File: src/rtl/cond_exec_pkg.sv
package cond_exec_pkg;
  localparam int unsigned DATA_W = 32;
  localparam int unsigned COND_W = 4;

  typedef enum logic [1:0] {
    OP_MOV = 2'b00,
    OP_MVN = 2'b01,
    OP_ADD = 2'b10,
    OP_SUB = 2'b11
  } op_e;

  typedef struct packed {
    logic n;
    logic z;
    logic c;
    logic v;
  } flags_t;
endpackage

File: src/rtl/exec_cond_eval.sv
module exec_cond_eval
  import cond_exec_pkg::*;
(
  input  logic [COND_W-1:0] cond_i,
  input  flags_t            flags_i,
  output logic              pass_o
);
  logic n_eq_v;
  assign n_eq_v = (flags_i.n == flags_i.v);

  always_comb begin
    unique case (cond_i)
      4'h0: pass_o = flags_i.z;
      4'h1: pass_o = !flags_i.z;
      4'h2: pass_o = flags_i.c;
      4'h3: pass_o = !flags_i.c;
      4'h4: pass_o = flags_i.n;
      4'h5: pass_o = !flags_i.n;
      4'h6: pass_o = flags_i.v;
      4'h7: pass_o = !flags_i.v;
      4'h8: pass_o = flags_i.c && !flags_i.z;
      4'h9: pass_o = !flags_i.c || flags_i.z;
      4'hA: pass_o = n_eq_v;
      4'hB: pass_o = !n_eq_v;
      4'hC: pass_o = !flags_i.z && n_eq_v;
      4'hD: pass_o = flags_i.z || !n_eq_v;
      4'hE: pass_o = 1'b1;
      default: pass_o = 1'b0; // 1111: never
    endcase
  end
endmodule

File: src/rtl/exec_alu.sv
module exec_alu
  import cond_exec_pkg::*;
#(
  parameter int unsigned WIDTH = DATA_W
) (
  input  logic [1:0]       op_i,
  input  logic [WIDTH-1:0] opa_i,
  input  logic [WIDTH-1:0] opb_i,
  input  logic             shift_carry_i,
  input  flags_t           flags_i,
  output logic [WIDTH-1:0] res_o,
  output flags_t           flags_o
);
  localparam int unsigned MSB = WIDTH - 1;

  op_e             op;
  logic            is_sub;
  logic [WIDTH-1:0] b_eff;
  logic [WIDTH:0]   sum;
  logic             arith_v;

  assign op     = op_e'(op_i);
  assign is_sub = (op == OP_SUB);
  // subtract as a + ~b + 1; carry-out then means no borrow
  assign b_eff  = is_sub ? ~opb_i : opb_i;
  assign sum    = {1'b0, opa_i} + {1'b0, b_eff} + {{WIDTH{1'b0}}, is_sub};
  assign arith_v = (opa_i[MSB] == b_eff[MSB]) && (sum[MSB] != opa_i[MSB]);

  always_comb begin
    unique case (op)
      OP_MOV:  res_o = opb_i;
      OP_MVN:  res_o = ~opb_i;
      default: res_o = sum[WIDTH-1:0];
    endcase
  end

  always_comb begin
    flags_o.n = res_o[MSB];
    flags_o.z = (res_o == '0);
    if (op == OP_ADD || op == OP_SUB) begin
      flags_o.c = sum[WIDTH];
      flags_o.v = arith_v;
    end else begin
      flags_o.c = shift_carry_i;
      flags_o.v = flags_i.v;
    end
  end
endmodule

File: src/rtl/exec_commit.sv
module exec_commit
  import cond_exec_pkg::*;
#(
  parameter int unsigned WIDTH = DATA_W
) (
  input  logic             clk_i,
  input  logic             rst_ni,
  input  logic             pass_i,
  input  logic             set_flags_i,
  input  logic [WIDTH-1:0] res_i,
  input  flags_t           flags_i,
  output logic [WIDTH-1:0] res_o,
  output logic             wr_o,
  output flags_t           flags_o
);
  always_ff @(posedge clk_i or negedge rst_ni) begin
    if (!rst_ni) begin
      res_o   <= '0;
      wr_o    <= 1'b0;
      flags_o <= '0;
    end else begin
      wr_o <= pass_i;
      if (pass_i) res_o <= res_i;
      if (pass_i && set_flags_i) flags_o <= flags_i;
    end
  end
endmodule

File: src/rtl/cond_exec_unit.sv
module cond_exec_unit
  import cond_exec_pkg::*;
#(
  parameter int unsigned WIDTH = DATA_W
) (
  input  logic              clk_i,
  input  logic              rst_ni,
  input  logic [COND_W-1:0] cond_i,
  input  logic [1:0]        op_i,
  input  logic              set_flags_i,
  input  logic [WIDTH-1:0]  opa_i,
  input  logic [WIDTH-1:0]  opb_i,
  input  logic              shift_carry_i,
  output logic [WIDTH-1:0]  res_o,
  output logic              wr_o,
  output logic [3:0]        flags_o
);
  flags_t           flags_q;
  flags_t           flags_nxt;
  logic             pass;
  logic [WIDTH-1:0] alu_res;

  exec_cond_eval u_cond (
    .cond_i  (cond_i),
    .flags_i (flags_q),
    .pass_o  (pass)
  );

  exec_alu #(.WIDTH(WIDTH)) u_alu (
    .op_i          (op_i),
    .opa_i         (opa_i),
    .opb_i         (opb_i),
    .shift_carry_i (shift_carry_i),
    .flags_i       (flags_q),
    .res_o         (alu_res),
    .flags_o       (flags_nxt)
  );

  exec_commit #(.WIDTH(WIDTH)) u_commit (
    .clk_i       (clk_i),
    .rst_ni      (rst_ni),
    .pass_i      (pass),
    .set_flags_i (set_flags_i),
    .res_i       (alu_res),
    .flags_i     (flags_nxt),
    .res_o       (res_o),
    .wr_o        (wr_o),
    .flags_o     (flags_q)
  );

  assign flags_o = flags_q;
endmodule

File: config.mk
export PLATFORM = sky130hd
export DESIGN_NAME = cond_exec_unit
export DESIGN_NICKNAME = d
export VERILOG_FILES = /design/src/rtl/cond_exec_pkg.sv /design/src/rtl/exec_cond_eval.sv /design/src/rtl/exec_alu.sv /design/src/rtl/exec_commit.sv /design/src/rtl/cond_exec_unit.sv
export SDC_FILE = /design/constraint.sdc
export NUM_CORES = 1
export LEC_CHECK = 0
export BUFFER_PORTS_ARGS = -buffer_cell sky130_fd_sc_hd__buf_2
export CORE_UTILIZATION = 36
export DETAILED_ROUTE_END_ITERATION = 8
export GPL_ROUTABILITY_DRIVEN = 0
export GPL_TIMING_DRIVEN = 0
export PLACE_DENSITY_LB_ADDON = 0.15
export SYNTH_ARGS = -nofsm -noshare
export SYNTH_HDL_FRONTEND = slang
export SYNTH_SLANG_ARGS = --single-unit
File: constraint.sdc
create_clock -name clk_i -period 2.6 [get_ports clk_i]
set_input_delay 0.78 -clock clk_i [delete_from_list [all_inputs] [get_ports clk_i]]
set_output_delay 0.78 -clock clk_i [all_outputs]
set_load 0.005 [all_outputs]
### Yosys cells after proc, flatten, opt, wreduce, memory -nomap -nowiden

Cells that the tools add are included.

| word-level totals | value |
|---|---|
| bits in registers | 37 |
| bits in latches | 0 |
| bits in writable memories | 0 |
| ROM bits | 0 |
| input port bits | 74 |
| output and inout bits | 37 |
| word-level logic and storage cells | 49 |
| memories | 0 |

| cells by class | value |
|---|---|
| add/subtract/negate cells | 2 |
| multiply operators | 0 |
| divide/modulo/power cells | 0 |
| magnitude comparators | 0 |
| equality and inequality tests | 20 |
| shifts and indexed selects | 0 |
| mux-type cells | 4 |
| bitwise operators | 1 |
| reductions and logical operators | 16 |

Operators by type and width:

| operator | number |
|---|---|
| case mux 32 bit (2 select lines) | 1 |
| adder 32 x 32 -> 33 bit | 1 |
| adder 33 x 1 -> 33 bit | 1 |
| zero test 32 bit | 1 |
| 2-to-1 mux 32 bit | 1 |
| NOT 32 bit | 1 |
| == test 4 bit (second input constant) | 7 |
| == test 4 x 3 -> 1 bit (second input constant) | 4 |
| case mux 1 bit (15 select lines) | 1 |
| == test 4 x 2 -> 1 bit (second input constant) | 2 |
| zero test 1 bit | 5 |
| == test 2 bit (second input constant) | 2 |
| == test 4 x 1 -> 1 bit (second input constant) | 1 |
| logical AND 1 bit | 4 |
| zero test 4 bit | 1 |
| logical OR 1 bit | 3 |
| == test 1 bit | 2 |
| == test 2 x 1 -> 1 bit (second input constant) | 1 |
| zero test 2 bit | 1 |
| 2-to-1 mux 2 bit | 1 |
| AND reduction 2 bit | 1 |
| inequality test 1 bit | 1 |

### Logic depth before layout (Yosys ltp)

| logic depth | value |
|---|---|
| depth after elaboration | 7 |
| gate-level depth with buffers | 20 |
| gate-level depth less buffers | 14 |

### Hierarchy

A second synthesis with hierarchy kept.

| unflattened totals | value |
|---|---|
| cell total of the unflattened synthesis | 578 |
| area total of the unflattened synthesis | 4999.8 µm² |

Modules (own cells, without submodules):

| module | times used | cells an instance | area each (µm²) | sequential area each (µm²) |
|---|---|---|---|---|
| exec_alu | 1 | 472 | 3279.4 | 0.0 |
| exec_commit | 1 | 78 | 1526.5 | 925.9 |
| exec_cond_eval | 1 | 28 | 193.9 | 0.0 |

### Worst setup path before layout

OpenSTA, ideal clock, no wires.

| path | value |
|---|---|
| path kind | input to register |
| start | in op_i[0] |
| end | reg u_commit.flags_o[2] (netlist name) |
| setup time | 92 ps |
| data arrival time | 4641 ps |
| required time | 2508 ps |
| path slack | -2132 ps |
| cell stages on the path | 19 |
| path buffers | 6 |
| path through | buf_2 buf_2 buf_2 buf_2 buf_2 nand2_1 buf_2 xnor2_1 ha_1 nor2b_1 o31a_1 or3_1 a31oi_1 nand4_1 a2111oi_2 o2111ai_1 nor4_1 nand4_1 o31ai_2 |

| on the way | value |
|---|---|
| word-level cells in the longest chain between the ends | 6 |

Ends and longest elaborated chain:

| element | line | source |
|---|---|---|
| start, declared | cond_exec_unit.sv:9 | `input logic [1:0] op_i,` |
| == test 2 bit | exec_alu.sv:23 | `assign is_sub = (op == OP_SUB);` |
| 2-to-1 mux 32 bit | exec_alu.sv:25 | `assign b_eff = is_sub ? ~opb_i : opb_i;` |
| adder 32 x 32 -> 33 bit | exec_alu.sv:26 | `assign sum = {1'b0, opa_i} + {1'b0, b_eff} + {{WIDTH{1'b0}}, is_sub};` |
| adder 33 x 1 -> 33 bit | exec_alu.sv:26 |  |
| case mux 32 bit (2 select lines) * | exec_alu.sv:30 | `unique case (op)` |
| zero test 32 bit * | exec_alu.sv:39 | `flags_o.z = (res_o == '0);` |

Every way passes the cells marked *; elsewhere a longest branch is shown, timed or not.
A chain may end at the register's enable or synchronous reset.

### Worst setup path after layout

| path | value |
|---|---|
| start | in op_i[0] |
| end | reg u_commit.flags_o[2] (netlist name) |

| on the way | value |
|---|---|
| word-level cells in the longest chain between the ends | 6 |

Ends and longest elaborated chain:

| element | line |
|---|---|
| == test 2 bit | exec_alu.sv:23 |
| 2-to-1 mux 32 bit | exec_alu.sv:25 |
| adder 32 x 32 -> 33 bit | exec_alu.sv:26 |
| adder 33 x 1 -> 33 bit | exec_alu.sv:26 |
| case mux 32 bit (2 select lines) * | exec_alu.sv:30 |
| zero test 32 bit * | exec_alu.sv:39 |

Marks and branches as above.

==> out/qor.txt <==
RUN STATUS
--------------------------------------------------------------------------------------------------
Outcome ............................................................................. complete, but fails checks
Violated checks ..................................................................... setup timing

CELLS AND AREA
--------------------------------------------------------------------------------------------------
Growth of design area from synthesis to finish ......................................       56.21%
Fill cell count .....................................................................        1,060
Layout cell share with drive strength beyond 1 ......................................       46.67%
Sequential cell area ................................................................    925.9 µm²
Share of the core filled with cells in the final layout .............................       58.79%
Count of placed standard cells in the final layout, fillers left out ................          918
Count of nets after finishing .......................................................          857
Multi-input gate area in the final layout ...........................................     4374 µm²
Inserted Diodes .....................................................................            0

CTS
--------------------------------------------------------------------------------------------------
Cell chosen for the clock root ......................................................    clkbuf_16
Hold buffer count at CTS ............................................................            0
Clock transition time at the flip-flop clock pins of the worst setup and hold paths .        60 ps
CTS H-tree depth ....................................................................            2
Clock buffer depth ..................................................................            2
Sink Count ..........................................................................           37
Later-pin clock latency in the skew report ..........................................       280 ps
Total clock buffers created by CTS ..................................................            5
TritonCTS clock tree ................................................................         done

LOGIC SYNTHESIS
--------------------------------------------------------------------------------------------------
Library cell with the largest summed area after synthesis ...........................      dfrtp_1
Post-synth cell types ...............................................................           75
Commonest cells post-synth .......................................................... xnor2_1, nand2_1, o21ai_0
Cell area after synthesis ...........................................................     4614 µm²
Mapped Nets .........................................................................          673
Synthesized area per cell ...........................................................    8.167 µm²
Async set or reset register ratio after synthesis ...................................       100.0%
Proportion of synthesized chip area in sequential cells .............................       20.07%
Most common cell in the netlist .....................................................      xnor2_1
Cell types with the largest area share after synthesis .............................. dfrtp_1, xnor2_1, ha_1
Cells after synthesis ...............................................................          565
Area share of the largest cell type after synthesis .................................       20.07%
Count of warnings emitted by yosys ..................................................            0
Most instantiated flip-flop cell in the synthesis netlist ...........................      dfrtp_1
Register bit total from synthesis ...................................................           37
Number of flops mapped to enable cells by yosys .....................................            0

CRITICAL PATH
--------------------------------------------------------------------------------------------------
End point of the critical path ...................................................... u_commit.flags_o[2]$_DFFE_PN0P_
Crit path from ......................................................................      op_i[0]
Setup CP Type .......................................................................       in2reg
Origin of the critical flop-to-flop path ............................................ u_commit.flags_o[0]$_DFFE_PN0P_
Data required time of the critical path .............................................      2790 ps
Worst reg2reg setup slack ...........................................................        70 ps
Critical path's slowest cell ........................................................         ha_1
Maximum fanout encountered on the critical timing path ..............................            5
RR Endpoint ......................................................................... u_commit.flags_o[0]$_DFFE_PN0P_
R2r worst-path depth ................................................................           11
Top cell by count, worst path .......................................................       buf_12
Cell chain of the critical path ..................................................... buf_12, buf_12, buf_16, nand2_8, buf_12, buf_12, xnor2_4, ha_1, buf_6, nand4_1, nor2b_4, o2111ai_4, buf_6, a211oi_4, o21a_1, o31ai_4, nor4_2, nand4_1, o31ai_2
CP Capture Type .....................................................................    flip-flop
Delay of the slowest critical-path stage ............................................       310 ps
Startpoint types .................................................................... primary input
Data arrival, critical path .........................................................      4060 ps

FLOORPLANNING
--------------------------------------------------------------------------------------------------
Die area ............................................................................   13,270 µm²
Floorplan die height ................................................................     115.2 µm
Core area ...........................................................................   12,260 µm²
Top-level I/O count .................................................................          111
Die width ...........................................................................     115.2 µm
Number of rows created at floorplan .................................................           40
Initial Util ........................................................................       37.63%

POWER
--------------------------------------------------------------------------------------------------
VDD IR-drop max .....................................................................    0.2685 mV
Static power due to leakage .........................................................     3.128 nW
Fraction of power consumed by combinational cells ...................................        61.3%
Switching Power .....................................................................     1.792 mW
Switch share ........................................................................       40.08%
Clock network fraction of total power ...............................................        15.9%
Ratio of total power to cell area ................................................... 620.3 nW/µm²
Relative contribution of sequential cells to total power ............................        22.9%
Cell-internal power .................................................................     2.679 mW

TIMING
--------------------------------------------------------------------------------------------------
PnR worst setup slack ...............................................................     -1271 ps
Final setup TNS .....................................................................   -21,730 ps
Portion of the clock cycle consumed by the worst path in the final layout ...........       148.9%
Final setup violating endpoints .....................................................           31
Unrepaired setup endpoints after global routing .....................................          yes
Fmax ................................................................................    258.3 MHz
Number of hold-slack violations in the final timing report ..........................            0
Slew @ Worst Pin ....................................................................     838.3 ps
Final worst clock skew ..............................................................     1.912 ps
Post-layout minimum cycle time ......................................................      3871 ps
Hold slack ..........................................................................     471.6 ps
Number of slew-limit violations in the final report .................................            0
Slew headroom .......................................................................       44.11%

ROUTING
--------------------------------------------------------------------------------------------------
Routed len/inst .....................................................................     18.30 µm
Number of design-rule violations left by the first detailed-router iteration ........          310
Aggregate routed wire length ........................................................    16,800 µm
Post-DR vias/cell ...................................................................        5.541
Final ANT Viol Nets .................................................................            0
Final routed DRC violation total ....................................................            0
Detailed-router iteration count before antenna repair ...............................            5
Via count ...........................................................................        5,087

PLACED DESIGN
--------------------------------------------------------------------------------------------------
Placed insts ........................................................................          840
Dpl hpwl ............................................................................    12,130 µm
Worst slack, placed .................................................................     -2237 ps
# port buffers ......................................................................          107

GRT
--------------------------------------------------------------------------------------------------
Largest net degree at the start of global routing ...................................           38
Congestion Overflow GR ..............................................................            0
First-pass GRT wire length ..........................................................    25,000 µm
Total routing resource utilization after global routing .............................       24.47%
Initial antenna violation count .....................................................            0
Vias in the first global route ......................................................        4,828

JOB
--------------------------------------------------------------------------------------------------
Number of violations of the max-capacitance limit ...................................            0

HOLD PATH
--------------------------------------------------------------------------------------------------
Worst hold path type ................................................................      reg2reg

## placed cells by master, fill, tap and decap left out, drive strengths merged, types with 7 or more instances in the layout
cell type  instances
o21ai             52
or3                9
xnor2             63
a211oi            12
nor2              33
clkbuf            18
nand2             57
nand3             10
ha                33
xor2              22
o21a              10
dfrtp             37
nand4             11
inv               13
a31oi             10
mux2              13
and2               7
nor3               8
buf              192
a21o              19
a21oi             39
## stage by stage
| stage | power [mW] | cell area [µm²] |
|---|---|---|
| after global placement | 3.070 | 5599 |
| after detailed placement | 3.120 | 5599 |
| final | 4.471 | 7208 |
| after global routing | 4.754 | 7208 |
| after floorplan | 2.392 | 4853 |
| after CTS | 4.245 | 6748 |
## how the worst min path moves through the flow
| stage | endpoint | startpoint | depth (start not counted) |
|---|---|---|---|
| finish | u_commit.res_o[6]$_DFFE_PN0P_ | u_commit.res_o[6]$_DFFE_PN0P_ | 2 |
| global route | u_commit.res_o[6]$_DFFE_PN0P_ | u_commit.res_o[6]$_DFFE_PN0P_ | 2 |
| global placement | u_commit.res_o[13]$_DFFE_PN0P_ | u_commit.res_o[13]$_DFFE_PN0P_ | 2 |
| CTS | u_commit.res_o[13]$_DFFE_PN0P_ | u_commit.res_o[13]$_DFFE_PN0P_ | 2 |
| floorplan | u_commit.res_o[13]$_DFFE_PN0P_ | u_commit.res_o[13]$_DFFE_PN0P_ | 2 |
| detailed placement | u_commit.res_o[13]$_DFFE_PN0P_ | u_commit.res_o[13]$_DFFE_PN0P_ | 2 |
## sequential cells by signal, summed over array words and instances (netlist names)
signal and cells:
u_commit.res_o 32, u_commit.flags_o 4, u_commit.wr_o 1
## repair_timing
item | CTS | global route
buffers inserted | 56 | 24
cloned | 1 | 2
resized for setup | 99 | 71
endpoints found under the setup margin | 35 | 35
pin swaps | 38 | 49
hold endpoints to repair | 0 | 0
## layer usage
layer,up-vias,track usage (%),wire (µm)
met2,200,40.44,7910
met3,16,3.216,1040
li1,2441,-,-
met4,0,6.667,209
met1,2430,33.47,7638
met5,-,0,0
## layout make-up
cell class / count / share of cell area (%)
multi-input combinational: 487 / 60.68
tap: 168 / 2.916
buffer: 24 / 3.715
inverter: 13 / 0.6770
timing repair buffer: 181 / 16.72
sequential: 37 / 12.84
clock buffer: 6 / 1.927
clock inverter: 2 / 0.5207
## power by group through the flow
| stage | clock, mW | combinational, mW | sequential (mW) |
|---|---|---|---|
| after CTS | 0.721 | 2.51 | 1.02 |
| after global placement | 0 | 2.05 | 1.02 |
| after detailed placement | 0 | 2.09 | 1.03 |
| after floorplan | 0 | 1.35 | 1.04 |
| after global routing | 0.743 | 2.95 | 1.06 |
| final | 0.709 | 2.74 | 1.02 |
## critical path, delay by kind of cell
family	cells	cell delay (ps)
AND/OR/NAND/NOR	5	1020
adder cells (fa/ha/maj)	1	310
buffers and inverters	7	880
AO/OA/AOI/OAI	5	920
XOR/XNOR	1	130
## cells by family (layout without fill, tap and decap cells)
group	count (synthesis)	after routing	synth area share, %
AO/OA/AOI/OAI	194	194	30.13
XOR/XNOR	85	85	16.13
adder cells (fa/ha/maj)	34	34	9.382
buffers and inverters	41	226	3.904
flip-flops	37	37	20.07
multiplexers	19	19	4.474
AND/OR/NAND/NOR	155	155	15.92
Note: power is estimated with default switching activity, not from simulation.
